File: src/rtl/vpf_pkg.sv
package vpf_pkg;

  localparam int PIX_W  = 12;
  localparam int BYTE_W = 8;
  localparam int FCNT_W = 16;
  localparam int ECC_N  = 6;

  localparam logic [5:0] DT_FSTART = 6'h00;
  localparam logic [5:0] DT_FEND   = 6'h01;
  localparam logic [5:0] DT_RAW12  = 6'h2C;

  typedef enum logic [2:0] {ST_IDLE, ST_HDR, ST_PAY, ST_FTR, ST_GAP} vpf_state_e;
  typedef enum logic [1:0] {PK_FS, PK_LINE, PK_FE} vpf_kind_e;

  // Parity coverage of each header check bit over the 24 header data bits
  function automatic logic [23:0] ecc_mask(input int k);
    case (k)
      0:       return 24'hF12CB7;
      1:       return 24'hF2555B;
      2:       return 24'h749A6D;
      3:       return 24'hB8E38E;
      4:       return 24'hDF03F0;
      default: return 24'hEFFC00;
    endcase
  endfunction

  // One byte of the reflected CRC-16, LSB of the byte first
  function automatic logic [15:0] crc16_step(input logic [15:0] c, input logic [7:0] d);
    logic [15:0] r;
    logic        fb;
    r = c;
    for (int i = 0; i < 8; i++) begin
      fb = r[0] ^ d[i];
      r  = r >> 1;
      if (fb) r = r ^ 16'h8408;
    end
    return r;
  endfunction

endpackage

File: src/rtl/vpf_hdr_ecc.sv
module vpf_hdr_ecc
  import vpf_pkg::*;
(
  input  logic [23:0] hdr,
  output logic [7:0]  ecc
);

  for (genvar k = 0; k < ECC_N; k++) begin : g_par
    assign ecc[k] = ^(hdr & ecc_mask(k));
  end
  assign ecc[7:ECC_N] = '0;

endmodule

File: src/rtl/vpf_crc16.sv
module vpf_crc16
  import vpf_pkg::*;
(
  input  logic              clk,
  input  logic              rst,
  input  logic              init,
  input  logic              en,
  input  logic [BYTE_W-1:0] din,
  output logic [15:0]       crc
);

  always_ff @(posedge clk) begin
    if (rst || init) crc <= 16'hFFFF;
    else if (en)     crc <= crc16_step(crc, din);
  end


  crc_seed_chk: assert property (@(posedge clk) disable iff (rst)
    init |=> (crc == 16'hFFFF));

endmodule

File: src/rtl/vpf_pair_pack.sv
module vpf_pair_pack
  import vpf_pkg::*;
#(
  parameter int LO_W = PIX_W - BYTE_W
)(
  input  logic              clk,
  input  logic              rst,
  input  logic              take0,
  input  logic              take1,
  input  logic [LO_W-1:0]   lo_in,
  output logic [2*LO_W-1:0] tail
);

  logic [LO_W-1:0] lo0, lo1;

  always_ff @(posedge clk) begin
    if (rst) begin
      lo0 <= '0;
      lo1 <= '0;
    end else begin
      if (take0) lo0 <= lo_in;
      if (take1) lo1 <= lo_in;
    end
  end

  assign tail = {lo1, lo0};


  pack_excl_chk: assert property (@(posedge clk) disable iff (rst)
    !(take0 && take1));

endmodule

File: src/rtl/vid_pkt_framer.sv
module vid_pkt_framer
  import vpf_pkg::*;
#(
  parameter int LEN_W = 16,
  parameter int GAP_W = 8
)(
  input  logic              clk,
  input  logic              rst,
  input  logic [1:0]        cfg_vc,
  input  logic [LEN_W-1:0]  cfg_line_pix,
  input  logic [GAP_W-1:0]  cfg_gap,
  input  logic              pix_valid,
  output logic              pix_ready,
  input  logic [PIX_W-1:0]  pix_data,
  input  logic              pix_eof,
  output logic              out_valid,
  input  logic              out_ready,
  output logic [BYTE_W-1:0] out_data,
  output logic              out_gap
);

  localparam int LO_W = PIX_W - BYTE_W;

  vpf_state_e        state;
  vpf_kind_e         kind;
  logic [1:0]        bidx;
  logic [1:0]        phase;
  logic [LEN_W-1:0]  pair_cnt;
  logic [LEN_W-1:0]  pairs_l;
  logic [LEN_W-1:0]  pairs_cfg;
  logic [1:0]        vc_l;
  logic [GAP_W-1:0]  gap_l;
  logic [GAP_W-1:0]  gap_cnt;
  logic [FCNT_W-1:0] fcnt;
  logic              last_line;

  logic              adv;
  logic [5:0]        dtype;
  logic [7:0]        di;
  logic [15:0]       wc;
  logic [15:0]       field;
  logic [7:0]        ecc;
  logic [BYTE_W-1:0] hdr_byte;
  logic [BYTE_W-1:0] tail;
  logic [BYTE_W-1:0] crc_din;
  logic [15:0]       crc;
  logic              crc_init;
  logic              crc_en;
  logic              take0;
  logic              take1;

  // Output register advances when empty or drained
  assign adv       = !out_valid || out_ready;
  assign pairs_cfg = cfg_line_pix >> 1;

  always_comb begin
    case (kind)
      PK_FS:   dtype = DT_FSTART;
      PK_FE:   dtype = DT_FEND;
      default: dtype = DT_RAW12;
    endcase
  end

  assign di    = {vc_l, dtype};
  assign wc    = 16'({pairs_l, 1'b0}) + 16'(pairs_l);
  assign field = (kind == PK_LINE) ? wc : fcnt;

  vpf_hdr_ecc u_ecc (
    .hdr ({field[15:8], field[7:0], di}),
    .ecc (ecc)
  );

  always_comb begin
    case (bidx)
      2'd0:    hdr_byte = di;
      2'd1:    hdr_byte = field[7:0];
      2'd2:    hdr_byte = field[15:8];
      default: hdr_byte = ecc;
    endcase
  end

  // Pixel side and payload side strobes
  assign pix_ready = (state == ST_PAY) && (phase != 2'd2) && adv;
  assign take0     = pix_ready && pix_valid && (phase == 2'd0);
  assign take1     = pix_ready && pix_valid && (phase == 2'd1);
  assign crc_init  = adv && (state == ST_HDR) && (bidx == 2'd0);
  assign crc_en    = adv && (state == ST_PAY) && ((phase == 2'd2) || pix_valid);
  assign crc_din   = (phase == 2'd2) ? tail : pix_data[PIX_W-1:LO_W];

  vpf_pair_pack #(.LO_W(LO_W)) u_pack (
    .clk   (clk),
    .rst   (rst),
    .take0 (take0),
    .take1 (take1),
    .lo_in (pix_data[LO_W-1:0]),
    .tail  (tail)
  );

  vpf_crc16 u_crc (
    .clk  (clk),
    .rst  (rst),
    .init (crc_init),
    .en   (crc_en),
    .din  (crc_din),
    .crc  (crc)
  );

  always_ff @(posedge clk) begin
    if (rst) begin
      state     <= ST_IDLE;
      kind      <= PK_FS;
      bidx      <= '0;
      phase     <= '0;
      pair_cnt  <= '0;
      pairs_l   <= LEN_W'(1);
      vc_l      <= '0;
      gap_l     <= GAP_W'(1);
      gap_cnt   <= '0;
      fcnt      <= FCNT_W'(1);
      last_line <= 1'b0;
      out_valid <= 1'b0;
      out_gap   <= 1'b0;
      out_data  <= '0;
    end else if (adv) begin
      case (state)
        ST_IDLE: begin
          out_valid <= 1'b0;
          out_gap   <= 1'b0;
          if (pix_valid) begin
            vc_l    <= cfg_vc;
            pairs_l <= (pairs_cfg == '0) ? LEN_W'(1) : pairs_cfg;
            gap_l   <= (cfg_gap == '0) ? GAP_W'(1) : cfg_gap;
            kind    <= PK_FS;
            bidx    <= '0;
            state   <= ST_HDR;
          end
        end
        ST_HDR: begin
          out_valid <= 1'b1;
          out_gap   <= 1'b0;
          out_data  <= hdr_byte;
          bidx      <= bidx + 2'd1;
          if (bidx == 2'd0 && kind == PK_LINE) last_line <= 1'b0;
          if (bidx == 2'd3) begin
            if (kind == PK_LINE) begin
              state    <= ST_PAY;
              phase    <= '0;
              pair_cnt <= '0;
            end else begin
              state   <= ST_GAP;
              gap_cnt <= '0;
            end
          end
        end
        ST_PAY: begin
          out_gap <= 1'b0;
          if (phase == 2'd2) begin
            out_valid <= 1'b1;
            out_data  <= tail;
            phase     <= '0;
            pair_cnt  <= pair_cnt + 1'b1;
            if (pair_cnt == pairs_l - 1'b1) begin
              state <= ST_FTR;
              bidx  <= '0;
            end
          end else if (pix_valid) begin
            out_valid <= 1'b1;
            out_data  <= pix_data[PIX_W-1:LO_W];
            phase     <= phase + 2'd1;
            if (pix_eof) last_line <= 1'b1;
          end else begin
            out_valid <= 1'b0;
          end
        end
        ST_FTR: begin
          out_valid <= 1'b1;
          out_gap   <= 1'b0;
          out_data  <= (bidx == 2'd0) ? crc[7:0] : crc[15:8];
          bidx      <= bidx + 2'd1;
          if (bidx == 2'd1) begin
            state   <= ST_GAP;
            gap_cnt <= '0;
          end
        end
        ST_GAP: begin
          out_valid <= 1'b0;
          out_gap   <= 1'b1;
          gap_cnt   <= gap_cnt + 1'b1;
          if (gap_cnt == gap_l - 1'b1) begin
            bidx <= '0;
            case (kind)
              PK_FS: begin
                kind  <= PK_LINE;
                state <= ST_HDR;
              end
              PK_LINE: begin
                kind  <= last_line ? PK_FE : PK_LINE;
                state <= ST_HDR;
              end
              default: begin
                state <= ST_IDLE;
                fcnt  <= fcnt + 1'b1;
              end
            endcase
          end
        end
        default: state <= ST_IDLE;
      endcase
    end
  end

  // Checker-only run length of the gap flag
  logic [GAP_W:0] gap_run;
  always_ff @(posedge clk) begin
    if (rst)          gap_run <= '0;
    else if (out_gap) gap_run <= gap_run + 1'b1;
    else              gap_run <= '0;
  end


  gap_excl_chk: assert property (@(posedge clk) disable iff (rst)
    out_gap |-> !out_valid);


  gap_len_chk: assert property (@(posedge clk) disable iff (rst)
    out_gap |-> (gap_run < {1'b0, gap_l}));


  out_hold_chk: assert property (@(posedge clk) disable iff (rst)
    (out_valid && !out_ready) |=> (out_valid && $stable(out_data)));


  no_take_chk: assert property (@(posedge clk) disable iff (rst)
    (out_valid && !out_ready) |-> !pix_ready);


  pix_first_chk: assert property (@(posedge clk) disable iff (rst)
    (pix_valid && pix_ready) |=> (out_valid && out_data == $past(pix_data[PIX_W-1:LO_W])));

endmodule

File: config.mk
export PLATFORM = sky130hd
export DESIGN_NAME = vid_pkt_framer
export DESIGN_NICKNAME = d
export VERILOG_FILES = /design/src/rtl/vpf_pkg.sv /design/src/rtl/vpf_hdr_ecc.sv /design/src/rtl/vpf_crc16.sv /design/src/rtl/vpf_pair_pack.sv /design/src/rtl/vid_pkt_framer.sv
export SDC_FILE = /design/constraint.sdc
export NUM_CORES = 1
export LEC_CHECK = 0
export ABC_AREA = 1
export ABC_CLOCK_PERIOD_IN_PS = 2270
export BUFFER_PORTS_ARGS = -buffer_cell sky130_fd_sc_hd__buf_2
export CAP_MARGIN = 20
export CORE_MARGIN = 3
export CORE_UTILIZATION = 55
export DETAILED_ROUTE_END_ITERATION = 8
export PLACE_DENSITY = 0.78
export SLEW_MARGIN = 20
export SYNTH_ARGS = -nofsm -noshare
export SYNTH_HDL_FRONTEND = slang
export SYNTH_SLANG_ARGS = --single-unit
File: constraint.sdc
create_clock -name clk -period 2.27 [get_ports clk]
set_input_delay 0.454 -clock clk [delete_from_list [all_inputs] [get_ports clk]]
set_output_delay 0.454 -clock clk [all_outputs]
set_load 0.05 [all_outputs]
## After elaboration in Yosys (flattened, before gate mapping)

Index checks and enable logic that the tools add are counted.

| storage, ports and cells | value |
|---|---|
| flip-flop bits (word level) | 110 |
| output and inout port bits | 11 |
| logic and storage cells | 191 |

| operators by class | value |
|---|---|
| add/subtract/negate cells | 8 |
| equal/unequal tests | 28 |
| mux-type cells | 72 |
| bitwise gates (word level) | 17 |
| reductions and logical operators | 49 |

Operators with widths:

| kind | number |
|---|---|
| 16-bit two-way mux | 26 |
| 24-bit parity | 6 |
| 8-bit case mux with 3 select lines | 3 |
| 8-bit two-way mux | 8 |
| 16-bit by 1-bit adder with 16-bit output (second input constant) | 2 |
| 16-bit case mux with 2 select lines | 1 |
| 2-bit inverter with 3-bit output | 8 |
| 3-bit two-way mux | 7 |
| 2-bit two-way mux | 10 |
| 5-bit AND reduction | 4 |
| 16-bit adder | 1 |
| 16-bit == test | 1 |
| 16-bit zero test | 1 |
| 2-bit != test (second input constant) | 8 |
| 16-bit by 1-bit subtractor with 16-bit output (second input constant) | 1 |
| 15-bit two-way mux | 1 |
| 3-bit case mux with 5 select lines | 1 |
| 2-bit case mux with 2 select lines | 3 |
| 6-bit case mux with 2 select lines | 1 |
| 6-bit AND reduction | 2 |
| 1-bit logical AND | 10 |
| 2-bit by 1-bit != test with 1-bit output (second input constant) | 5 |
| 3-bit nonzero test | 3 |
| 8-bit by 1-bit adder with 8-bit output (second input constant) | 1 |
| other kinds (29) | 60 |

## Logic depth before layout (Yosys ltp)

Gate-level depths: netlist (run 1).

| logic depth | value |
|---|---|
| word-level depth | 32 |
| mapped depth | 23 |
| mapped depth without buffers | 23 |

## Modules after synthesis

From an unflattened synthesis (run 1), not the netlist that was laid out.

| second synthesis, totals | value |
|---|---|
| cells, all modules | 1511 |
| area, all modules | 9029.9 um^2 |

Modules (own cells, without submodules):

| module | cells each | sequential area each (um^2) | area an instance (um^2) | instances |
|---|---|---|---|---|
| vid_pkt_framer | 1068 | 1701.6 | 6667.6 | 1 |
| vpf_crc16 | 162 | 320.3 | 1032.2 | 1 |
| vpf_hdr_ecc | 234 | 0.0 | 1003.5 | 1 |
| vpf_pair_pack | 47 | 160.2 | 326.6 | 1 |

## Least setup slack after synthesis (run 1)

OpenSTA, ideal clock, no wires.

| path | value |
|---|---|
| path kind | register to register |
| start point | reg pairs_l[0] |
| end point | reg out_data[1] |
| stages on the path, launching flop included | 22 |
| library setup time | 67 ps |
| setup slack | -245 ps |
| clock period less this slack | 2515 ps |
| arrival time | 2448 ps |
| buffers on the path | 0 |
| cell sequence | dfxtp_1 ha_1 fa_1 nand3_1 nand3_1 nand2_1 nand2_1 nand2_1 nand2_1 nand2_1 nand2_1 a21oi_1 nand2_1 nand2_1 inv_2 nand2_1 nand2_1 nand2_1 nand3_1 nand2_1 nand2_1 a21oi_2 |

| between the ends | value |
|---|---|
| cells in the longest elaborated chain, start to end | 5 |

Ends and longest elaborated chain:

| what | line | source |
|---|---|---|
| start, declared | vid_pkt_framer.sv:29 | `logic [LEN_W-1:0] pairs_l;` |
| start signal, assigned | vid_pkt_framer.sv:131 | `pairs_l <= (pairs_cfg == '0) ? LEN_W'(1) : pairs_cfg;` |
| 16-bit adder (*) | vid_pkt_framer.sv:65 | `assign wc = 16'({pairs_l, 1'b0}) + 16'(pairs_l);` |
| 16-bit two-way mux (*) | vid_pkt_framer.sv:66 | `assign field = (kind == PK_LINE) ? wc : fcnt;` |
| 24-bit parity | vpf_hdr_ecc.sv:9 | `assign ecc[k] = ^(hdr & ecc_mask(k));` |
| 8-bit case mux with 3 select lines (*) | vid_pkt_framer.sv:74 | `case (bidx)` |
| 8-bit case mux with 3 select lines (*) | vid_pkt_framer.sv:125 | `case (state)` |
| end signal, assigned | vid_pkt_framer.sv:141 | `out_data <= hdr_byte;` |
| end signal, assigned | vid_pkt_framer.sv:159 | `out_data <= tail;` |
| end signal, assigned | vid_pkt_framer.sv:168 | `out_data <= pix_data[PIX_W-1:LO_W];` |
| end, declared | vid_pkt_framer.sv:18 | `output logic [BYTE_W-1:0] out_data,` |

Mark *: on every way between the ends. The rest lies on a longest branch, timed or not.
A chain may end at the register's enable or synchronous reset.

## Worst setup path after layout (run 1)

| path | value |
|---|---|
| start point | reg pairs_l[1] |
| end point | reg out_data[2] |

The elaborated chain is that of the path after synthesis.

==> results of run 1 <==
==> area by class of cell <==
cell class              instances  area share, %
well taps                     180          2.079
repair buffers                220          14.70
clock inverters                 6         0.5429
multi-input cells             924          54.68
flip-flops and latches        109          20.28
inverters                     158          5.626
clock buffers                   9          2.079
==> Yosys cell counts (4+ instances only) <==
| cell type | number | area share (%) |
|---|---|---|
| xor2_1 | 50 | 5.5 |
| nand4_1 | 17 | 1.3 |
| nor4_1 | 8 | 0.62 |
| inv_2 | 12 | 0.56 |
| a21oi_1 | 60 | 3.7 |
| nor3_1 | 28 | 1.7 |
| inv_1 | 145 | 6.8 |
| o21ai_0 | 62 | 3.9 |
| nor2_4 | 4 | 0.56 |
| a31oi_1 | 7 | 0.55 |
| o22ai_1 | 9 | 0.70 |
| ha_1 | 38 | 5.9 |
| or2_2 | 8 | 0.62 |
| nor3b_1 | 12 | 1.1 |
| mux2i_1 | 8 | 1.0 |
| o21ai_1 | 9 | 0.56 |
| dfxtp_1 | 109 | 27 |
| a211oi_1 | 16 | 1.5 |
| nand2_1 | 303 | 14 |
| o211ai_1 | 15 | 1.4 |
| nor2_1 | 118 | 5.5 |
| xnor2_1 | 29 | 3.2 |
| nand3_1 | 76 | 4.7 |
| clkbuf_1 | 21 | 0.98 |
==> stage by stage <==
stage / setup WS (ps) / utilization [%] / hold WS (ps) / setup TNS (ps) / power, mW
2_1_floorplan: -60.42 / - / 441.6 / -155.7 / 7.003
3_3_place_gp: -348.3 / 67.98 / 462.8 / -3065 / 9.004
3_5_place_dp: -431.2 / 67.98 / 465.6 / -4004 / 9.143
4_1_cts: -336.6 / 72.35 / 322.4 / -2785 / 11.17
5_1_grt: -617.2 / 76.84 / 359.4 / -5697 / 12.99
6_report: -484.9 / 76.84 / 332.2 / -3743 / 12.20
==> routing by layer <==
layer,GRT usage (%),vias to the layer above,share of wire (%)
li1,-,4381,-
met1,36.97,4153,41
met2,49.19,366,49
met3,4.505,93,6.9
met4,9.842,0,3.5
met5,0,-,0
==> worst max path at each step <==
stage	slack, ps	depth (start not counted)	end
floorplan	-60	14	out_data[2]$_SDFFE_PP0P_
global placement	-350	22	out_data[1]$_SDFFE_PP0P_
detailed placement	-430	22	out_data[1]$_SDFFE_PP0P_
CTS	-340	15	out_data[2]$_SDFFE_PP0P_
global route	-620	14	out_data[2]$_SDFFE_PP0P_
finish	-480	15	out_data[2]$_SDFFE_PP0P_
==> power groups by stage <==
stage	Combinational [mW]	Sequential, mW	Clock, mW
floorplan	4.16	2.84	0
global route	8.76	2.57	1.66
detailed placement	6.62	2.53	0
finish	8.08	2.54	1.58
global placement	6.49	2.52	0
CTS	7.08	2.50	1.59
==> worst min-delay path, cell delays in order <==
cell,delay (ps)
buf_2,110
inv_1,50
a21oi_1,50
==> logic make-up after synthesis <==
group | after synthesis | synth area share, %
AND/OR/NAND/NOR | 602 | 33.49
AO/OA/AOI/OAI | 195 | 14.35
buffers and inverters | 184 | 8.966
flip-flops | 109 | 27.19
XOR/XNOR | 80 | 8.826
adder cells (fa/ha/maj) | 39 | 6.175
multiplexers | 8 | 0.9980
==> timing repair <==
item	4_1_cts	5_1_grt
endpoints found under the setup margin	23	53
buffers inserted	13	20
pin swaps	44	51
resized for setup	70	120
==> sequential cells by signal, summed over array words and instances (netlist names), 2 cells and up <==
register    count
u_crc.crc      16
state           3
fcnt           16
kind            2
vc_l            2
pair_cnt       16
u_pack.lo1      4
pairs_l        15
out_data        8
gap_l           8
phase           2
gap_cnt         8
u_pack.lo0      4
bidx            2
==> metrics, run 1 <==
status finished, violations left; failing checks negative setup slack; final setup fails 13; area of the multi-input gates 5923 um^2; global-route usage over all layers 28.79%; Reg clk slew, reported paths 90 ps; worst endpoint required time 2540 ps; placed instance count 1558; Ports 54; initial antenna violation count 0; final cycle utilization of the critical path 121.4%; CTS tree done; reg2reg end out_data[2]$_SDFFE_PP0P_; Final Hold Vio Count 0; R2R setup slack -480 ps; Max Slew Vio Count 0; syn_area_per_cell 6.593 um^2; Max clock buf depth 2; Yosys Warn Count 0; Internal 6.377 mW; fill count 971; Post-DP HPWL 17.12 mm; drt total wl 25.14 mm; Pre-antenna DRT Iters 6; Placement Cell Area 9583 um^2; RSZ-0062 raised after global routing true; Slew Limit Headroom 53.61%; total number of vias 8993; DRC 0; r2r worst-path depth 15; core region area 14100 um^2; register area share after synthesis 27.19%; FMAX 0.3630 GHz; Port Buffers 52; Initial Utilization 56.92%; die height 126.8 um; Critical Path Source pairs_l[1]$_SDFFE_PP0P_; Syn Std Cell Area 8024 um^2; PwrDens 1126 nW/um^2; layout cell share with drive strength beyond 1 31.14%; routability cong. 0.9108; GRT overflow 0; final cell count without fillers 1606; cell family with most CP delay XOR/XNOR gates; starting DRC count in detailed routing 717; commonest cells after routing, fill and taps aside nand2_1 (255), buf_4 (160), inv_1 (130); Die W 126.8 um; CP max stage delay 430 ps; Inserted Clock Buffers 9; CTS sink count 109; die area 16070 um^2; most common cell after layout, fill and taps aside nand2_1; H-Tree Depth 3; hold_buf cts 0; CP Cell Sequence buf_6 -> ha_4 -> fa_2 -> nand2_2 -> inv_2 -> o21ai_4 -> o21ai_4 -> xor2_1 -> xor2_1 -> xor2_1 -> nand2_1 -> nand3_1 -> nand2_1 -> o21ai_1 -> a21oi_1; worst path arrival time 3030 ps; Worst Path Buf+Inv 2; Leakage 4.925 nW; min Tclk post-route 2755 ps; Gate Count Post-Synth 1217; FFs w/ async S/R, synth 0%; Final Skew 14.46 ps; Hold Path Class in2reg; Layout Nets 1504; max-cap check violation count 0; drt wl/cell 15.66 um; largest net degree at the start of global routing 41; P_sw 5.824 mW; peak supply drop 0.6669 mV; number of inserted diodes 0; Startpoint Class flop; Most common cell on crit path xor2_1; Synthesized Nets 1299; register area 2197 um^2; Worst Hold Path EP gap_l[5]$_SDFFE_PP0P_; fin worst setup slack -484.9 ps; CP max FO 5; Final ANT Viol Nets 0; row count 43; Max stage delay cell, worst path fa_2; reg2reg start pairs_l[1]$_SDFFE_PP0P_; sequential power share 20.8%; design area 10830 um^2; post-synthesis cell type count 52; first-pass GRT wire length 38.36 mm; number of flops mapped to enable cells by yosys 0; switching share of power 47.73%; area grow syn2layout 34.99%; Critical Path Sink Type flop; top_reg_cell synth dfxtp_1; HP Start cfg_gap[5]; #FFs+latches synth 109; vias in the first global route 8155; slew of the pin with the lowest slew margin 693.3 ps; Clk pwr share 13.0%; Via-to-Cell Ratio 5.600; clk root buf clkbuf_16; Clk Latency, worst-skew pair 380 ps; Worst Hold Path Cells 3; combinational power share 66.2%; critical path type reg2reg
Note: power is estimated with default switching activity, not from simulation.
==> run 2: changes to the inputs <==
--- a/config.mk
+++ b/config.mk
@@ -6,14 +6,15 @@
 export NUM_CORES = 1
 export LEC_CHECK = 0
 export ABC_AREA = 1
-export ABC_CLOCK_PERIOD_IN_PS = 2270
+export ABC_CLOCK_PERIOD_IN_PS = 3000
 export BUFFER_PORTS_ARGS = -buffer_cell sky130_fd_sc_hd__buf_2
 export CAP_MARGIN = 20
 export CORE_MARGIN = 3
 export CORE_UTILIZATION = 55
 export DETAILED_ROUTE_END_ITERATION = 8
-export PLACE_DENSITY = 0.78
+export PLACE_DENSITY = 0.75
 export SLEW_MARGIN = 20
 export SYNTH_ARGS = -nofsm -noshare
 export SYNTH_HDL_FRONTEND = slang
+export SYNTH_HIERARCHICAL = 1
 export SYNTH_SLANG_ARGS = --single-unit
==> constraint.sdc (replaced) <==
create_clock -name clk -period 3 [get_ports clk]
set_input_delay 0.6 -clock clk [delete_from_list [all_inputs] [get_ports clk]]
set_output_delay 0.6 -clock clk [all_outputs]
set_load 0.05 [all_outputs]
==> metrics, run 2 <==
Slew Limit Headroom 46.77%; H-Tree Depth 3; Setup WS pre-CTS -218.7 ps; FMAX 0.3302 GHz; hold_buf cts 0; Leakage 5.269 nW; fin worst setup slack -28.34 ps; RSZ-0062 raised after global routing true; clk root buf clkbuf_16; Final Skew 8.589 ps; worst endpoint required time 3240 ps; die height 134.1 um; FFs w/ async S/R, synth 0%; DRC 0; most common cell after layout, fill and taps aside nand2_1; critical path type reg2reg; cell family with most CP delay simple AND/OR/NAND/NOR gates; status finished, violations left; HP Start cfg_vc[0]; Final Hold Vio Count 0; largest net degree at the start of global routing 32; Worst Path Buf+Inv 5; row count 46; register area share after synthesis 24.17%; initial antenna violation count 0; max-cap check violation count 0; layer with the highest usage met2; routability cong. 0.9166; reg2reg start pairs_l[1]$_SDFFE_PP0P_; commonest cells after routing, fill and taps aside nand2_1 (463), inv_1 (175), nor2_1 (133); vias in the first global route 8883; Hold Path Class in2reg; Via-to-Cell Ratio 5.252; Max clock buf depth 2; first-pass GRT wire length 41.32 mm; drt total wl 25.50 mm; #FFs+latches synth 109; final setup fails 1; slew of the pin with the lowest slew margin 795.5 ps; layout cell share with drive strength beyond 1 21.06%; Worst Hold Path Cells 3; global-route usage over all layers 27.78%; Initial Utilization 56.44%; Die W 134.1 um; syn_area_per_cell 5.976 um^2; Syn Std Cell Area 9030 um^2; worst path arrival time 3270 ps; core region area 16000 um^2; Final ANT Viol Nets 0; CP max stage delay 370 ps; Port Buffers 52; Critical Path Sink Type flop; GR Util met2 45.87%; synth top area cells dfxtp_1 (24%), nand2_1 (21%), inv_1 (7.9%), nand3_1 (6.1%), nor2_1 (5.6%); GR Util met3 3.676%; CP max FO 4; number of flops mapped to enable cells by yosys 0; Largest regs fcnt: 16 flops, pair_cnt: 16 flops, u_crc/crc: 16 flops; number of inserted diodes 0; total number of vias 9738; top post-synthesis cells by count nand2_1 (501), inv_1 (189), nor2_1 (135); Most common cell on crit path nand2_2; GRT overflow 0; share of the synthesized area in the top cell type 24.17%; area grow syn2layout 19.14%; Startpoint Class flop; Reg clk slew, reported paths 80 ps; R2R setup slack -30 ps; starting DRC count in detailed routing 713; PwrDens 954.4 nW/um^2; final cycle utilization of the critical path 100.9%; Layout Nets 1715; reg2reg end out_data[4]$_SDFFE_PP0P_; CTS tree done; top_reg_cell synth dfxtp_1; met1 Usage GRT 38.02%; Worst Hold Path EP vc_l[0]$_SDFFE_PP0P_; WHS 459.5 ps; Yosys Warn Count 6; Max Slew Vio Count 0; failing checks negative setup slack; Gate Count Post-Synth 1511; Pre-antenna DRT Iters 6; Post-DP HPWL 19.41 mm; most frequent cell after synthesis nand2_1; drt wl/cell 13.75 um; Max stage delay cell, worst path dfxtp_4; Ports 54; post-synthesis cell type count 54; r2r worst-path depth 27; peak supply drop 0.5891 mV; Synth area leader dfxtp_1; Clk Latency, worst-skew pair 360 ps; Inserted Clock Buffers 9; die area 17990 um^2; CTS sink count 109; min Tclk post-route 3028 ps
-- run 2: logic make-up (layout without fill, tap and decap cells) --
| family | count (synthesis) | count (layout) | synth area share (%) |
|---|---|---|---|
| simple gates | 872 | 872 | 42.40 |
| other cells | 2 | 10 | 0.08317 |
| compound gates | 189 | 189 | 11.74 |
| fa+ha+maj | 39 | 39 | 5.487 |
| buf+inv | 251 | 370 | 11.29 |
| xor+xnor | 49 | 49 | 4.836 |
| flops | 109 | 109 | 24.17 |
-- run 2: timing repair --
item / CTS / global route
cloned: 0 / 0
endpoints found under the hold margin: 0 / 0
endpoints found under the setup margin: 6 / 6
pin swaps: 7 / 57
setup buffers: 0 / 7
resized for setup: 26 / 96
-- run 2: worst reg2reg max path, delay by kind of cell (launching register included) --
family	cells	cell delay [ps]
simple gates	16	1110
flops	1	370
buf+inv	5	390
compound gates	4	530
fa+ha+maj	2	500
-- run 2: routing by layer --
layer  share of wire (%)  vias to the layer above  routed length [um]
met4                 3.0                        0                 772
met1                  45                     4380               11570
li1                    -                     5023                   -
met3                 5.4                       62                1371
met5                   0                        -                   0
met2                  46                      273               11780
-- run 2: through the flow --
| stage | instances | cell area (um^2) | setup TNS, ps | power, mW | util, % |
|---|---|---|---|---|---|
| 6_report | 1854 | 10760 | -28.34 | 10.27 | 67.23 |
| 3_3_place_gp | 1831 | 9986 | -559.5 | 7.984 | 62.41 |
| 4_1_cts | 1847 | 10380 | -16.60 | 9.561 | 64.84 |
| 3_5_place_dp | 1831 | 9986 | -1035 | 8.099 | 62.41 |
| 2_1_floorplan | 1519 | 9060 | 0 | 6.319 | - |
| 5_1_grt | 1854 | 10760 | -1020 | 11.18 | 67.23 |
-- run 2: worst max path at each step --
stage | startpoint | endpoint | slack, ps | depth (start not counted)
after floorplan | pairs_l[0]$_SDFFE_PP1P_ | out_data[1]$_SDFFE_PP0P_ | 2 | 25
after global placement | pairs_l[1]$_SDFFE_PP0P_ | out_data[1]$_SDFFE_PP0P_ | -140 | 24
after detailed placement | pairs_l[1]$_SDFFE_PP0P_ | out_data[1]$_SDFFE_PP0P_ | -220 | 25
after CTS | pairs_l[1]$_SDFFE_PP0P_ | out_data[1]$_SDFFE_PP0P_ | -20 | 24
after global routing | pairs_l[1]$_SDFFE_PP0P_ | out_data[3]$_SDFFE_PP0P_ | -200 | 29
final | pairs_l[1]$_SDFFE_PP0P_ | out_data[4]$_SDFFE_PP0P_ | -30 | 27
-- run 2: cell type report --
| class | count | area, um^2 |
|---|---|---|
| Clock inverter | 7 | 107.6 |
| Timing Repair Buffer | 137 | 905.9 |
| Fill cell | 1514 | 5243 |
| Tap cell | 216 | 270.3 |
| Clock buffer | 9 | 225.2 |
| Inverter | 217 | 827.0 |
| Sequential cell | 109 | 2187 |
| Multi-Input combinational cell | 1159 | 6235 |
-- run 2: power by group --
part	internal, mW	switching, mW	leakage [nW]
Combinational	2.62	4.34	4.22
Clock	0.746	0.602	0.163
Sequential	1.73	0.237	0.888
==> run 3: changes to the inputs <==
--- a/config.mk
+++ b/config.mk
@@ -10,9 +10,9 @@
 export BUFFER_PORTS_ARGS = -buffer_cell sky130_fd_sc_hd__buf_2
 export CAP_MARGIN = 20
 export CORE_MARGIN = 3
-export CORE_UTILIZATION = 55
+export CORE_UTILIZATION = 35
 export DETAILED_ROUTE_END_ITERATION = 8
-export PLACE_DENSITY = 0.75
+export PLACE_DENSITY = 0.53
 export SLEW_MARGIN = 20
 export SYNTH_ARGS = -nofsm -noshare
 export SYNTH_HDL_FRONTEND = slang
==> metrics, run 3 (synthesis results as in run 2) <==
status finished clean; FMAX 0.3390 GHz; CP Cell Sequence ha_4 -> inv_2 -> fa_2 -> inv_2 -> nand2_4 -> o21ai_4 -> buf_6 -> nand4_1 -> nand3_1 -> nand2_1 -> nand3_2 -> and2_4 -> inv_4 -> nand2_4 -> nand2_4 -> nand2_2 -> nand2_2 -> nand2_1 -> nand2_2 -> nor2_2 -> nor2_2 -> or2_4 -> nand3_2 -> a21oi_2; fill count 2778; Worst Hold Path Cells 2; critical path type reg2reg; combinational power share 68.7%; worst endpoint required time 3250 ps; die area 27760 um^2; peak supply drop 0.3847 mV; reg2reg end out_data[1]$_SDFFE_PP0P_; placed instance count 1962; GRT overflow 0; total chip power 10.25 mW; Reg clk slew, reported paths 80 ps; number of inserted diodes 0; design area 11030 um^2; Max clock buf depth 2; reg2reg start pairs_l[1]$_SDFFE_PP0P_; switching share of power 50.68%; final setup fails 0; Port Buffers 52; Initial Utilization 35.76%; fin util 43.68%; H-Tree Depth 3; slew of the pin with the lowest slew margin 564.4 ps; Final ANT Viol Nets 0; register area 2187 um^2; Max Slew Vio Count 0; layout cell share with drive strength beyond 1 22.25%; Leakage 5.348 nW; area grow syn2layout 22.17%; starting DRC count in detailed routing 576; CTS tree done; CP max FO 4; Slew Limit Headroom 62.03%; worst path arrival time 3200 ps; HP Start u_pack/lo1[0]$_SDFFE_PP0P_; RSZ-0062 raised after global routing true; Internal 5.056 mW; commonest cells after routing, fill and taps aside nand2_1 (462), inv_1 (175), nor2_1 (132); vias in the first global route 8876; drt wl/cell 13.73 um; core region area 25250 um^2; sequential power share 19.2%; Clk Latency, worst-skew pair 360 ps; final cell count without fillers 1984; Inserted Clock Buffers 9; Largest regs fcnt: 16 flops, pair_cnt: 16 flops, u_crc/crc: 16 flops; initial antenna violation count 0; CTS sink count 109; min Tclk post-route 2950 ps; max-cap check violation count 0; Final Skew 9.376 ps; Hold Path Class reg2reg; total number of vias 9596; area of the multi-input gates 6276 um^2; row count 58; Final Hold Vio Count 0; first-pass GRT wire length 44.77 mm; most common cell after layout, fill and taps aside nand2_1; Startpoint Class flop; clk root buf clkbuf_16; Via-to-Cell Ratio 4.837; Pre-antenna DRT Iters 5; CP max stage delay 370 ps; Final TNS setup 0 ps; Worst Path Buf+Inv 4; drt total wl 27.25 mm; largest net degree at the start of global routing 32; cell family with most CP delay simple AND/OR/NAND/NOR gates; routability cong. 0.8859; Die W 166.6 um; Worst Hold Path EP u_pack/lo1[0]$_SDFFE_PP0P_; Critical Path Sink Type flop; WP depth 24; DRC 0; global-route usage over all layers 19.45%; hold_buf cts 0; Ports 54; P_sw 5.197 mW; final cycle utilization of the critical path 98.33%; Max stage delay cell, worst path dfxtp_4; PwrDens 929.4 nW/um^2; die height 166.6 um; R2R setup slack 50 ps; Layout Nets 1731; r2r worst-path depth 24; Clk pwr share 12.1%; Post-DP HPWL 21.43 mm; Placement Cell Area 10260 um^2
## run 3: stage by stage
stage	hold WS [ps]	setup slack [ps]
6_report	475.2	50.09
5_1_grt	472.0	-134.1
4_1_cts	465.6	6.443
3_5_place_dp	463.8	-259.7
3_3_place_gp	458.9	-195.5
2_1_floorplan	447.9	2.167
## run 3: worst max-delay path by stage
stage	endpoint	start	slack [ps]
detailed placement	out_data[1]$_SDFFE_PP0P_	pairs_l[1]$_SDFFE_PP0P_	-260
finish	out_data[1]$_SDFFE_PP0P_	pairs_l[1]$_SDFFE_PP0P_	50
CTS	out_data[5]$_SDFFE_PP0P_	pairs_l[0]$_SDFFE_PP1P_	6
global placement	out_data[1]$_SDFFE_PP0P_	pairs_l[1]$_SDFFE_PP0P_	-200
floorplan	out_data[1]$_SDFFE_PP0P_	pairs_l[0]$_SDFFE_PP1P_	2
global route	out_data[1]$_SDFFE_PP0P_	pairs_l[1]$_SDFFE_PP0P_	-130
## run 3: worst register-to-register path: stages (launching register included)
cell and delay [ps]:
dfxtp_4 370, ha_4 140, inv_2 40, fa_2 370
inv_2 80, nand2_4 50, o21ai_4 150, buf_6 120
nand4_1 90, nand3_1 110, nand2_1 60, nand3_2 80
and2_4 170, inv_4 50, nand2_4 60, nand2_4 70
nand2_2 80, nand2_2 70, nand2_1 70, nand2_2 70
nor2_2 120, nor2_2 50, or2_4 240, nand3_2 70
a21oi_2 60
## run 3: layout make-up
class	count	area share [%]
well taps	330	3.743
clock inverters	4	0.3289
repair buffers	153	9.300
flip-flops and latches	109	19.83
multi-input cells	1159	56.89
clock buffers	12	2.416
inverters	217	7.497
## run 3: power by group through the flow
stage,sequential (mW),combinational [mW],clock (mW)
floorplan,2.18,4.14,0
global placement,1.99,6.26,0
detailed placement,1.99,6.31,0
CTS,1.96,6.49,1.28
global route,2.01,7.93,1.33
finish,1.97,7.04,1.24
## run 3: metal layers
layer	vias up	wire length, um	GRT usage [%]
met2	150	11840	30.33
met1	4366	13790	28.80
met5	-	0	0
li1	5057	-	-
met4	0	414	4.340
met3	23	1203	2.302
## run 3: what timing repair did
item	in CTS	in global routing
pin swaps	9	32
buffers inserted	3	3
endpoints found under the setup margin	6	6
gates resized for setup	35	99
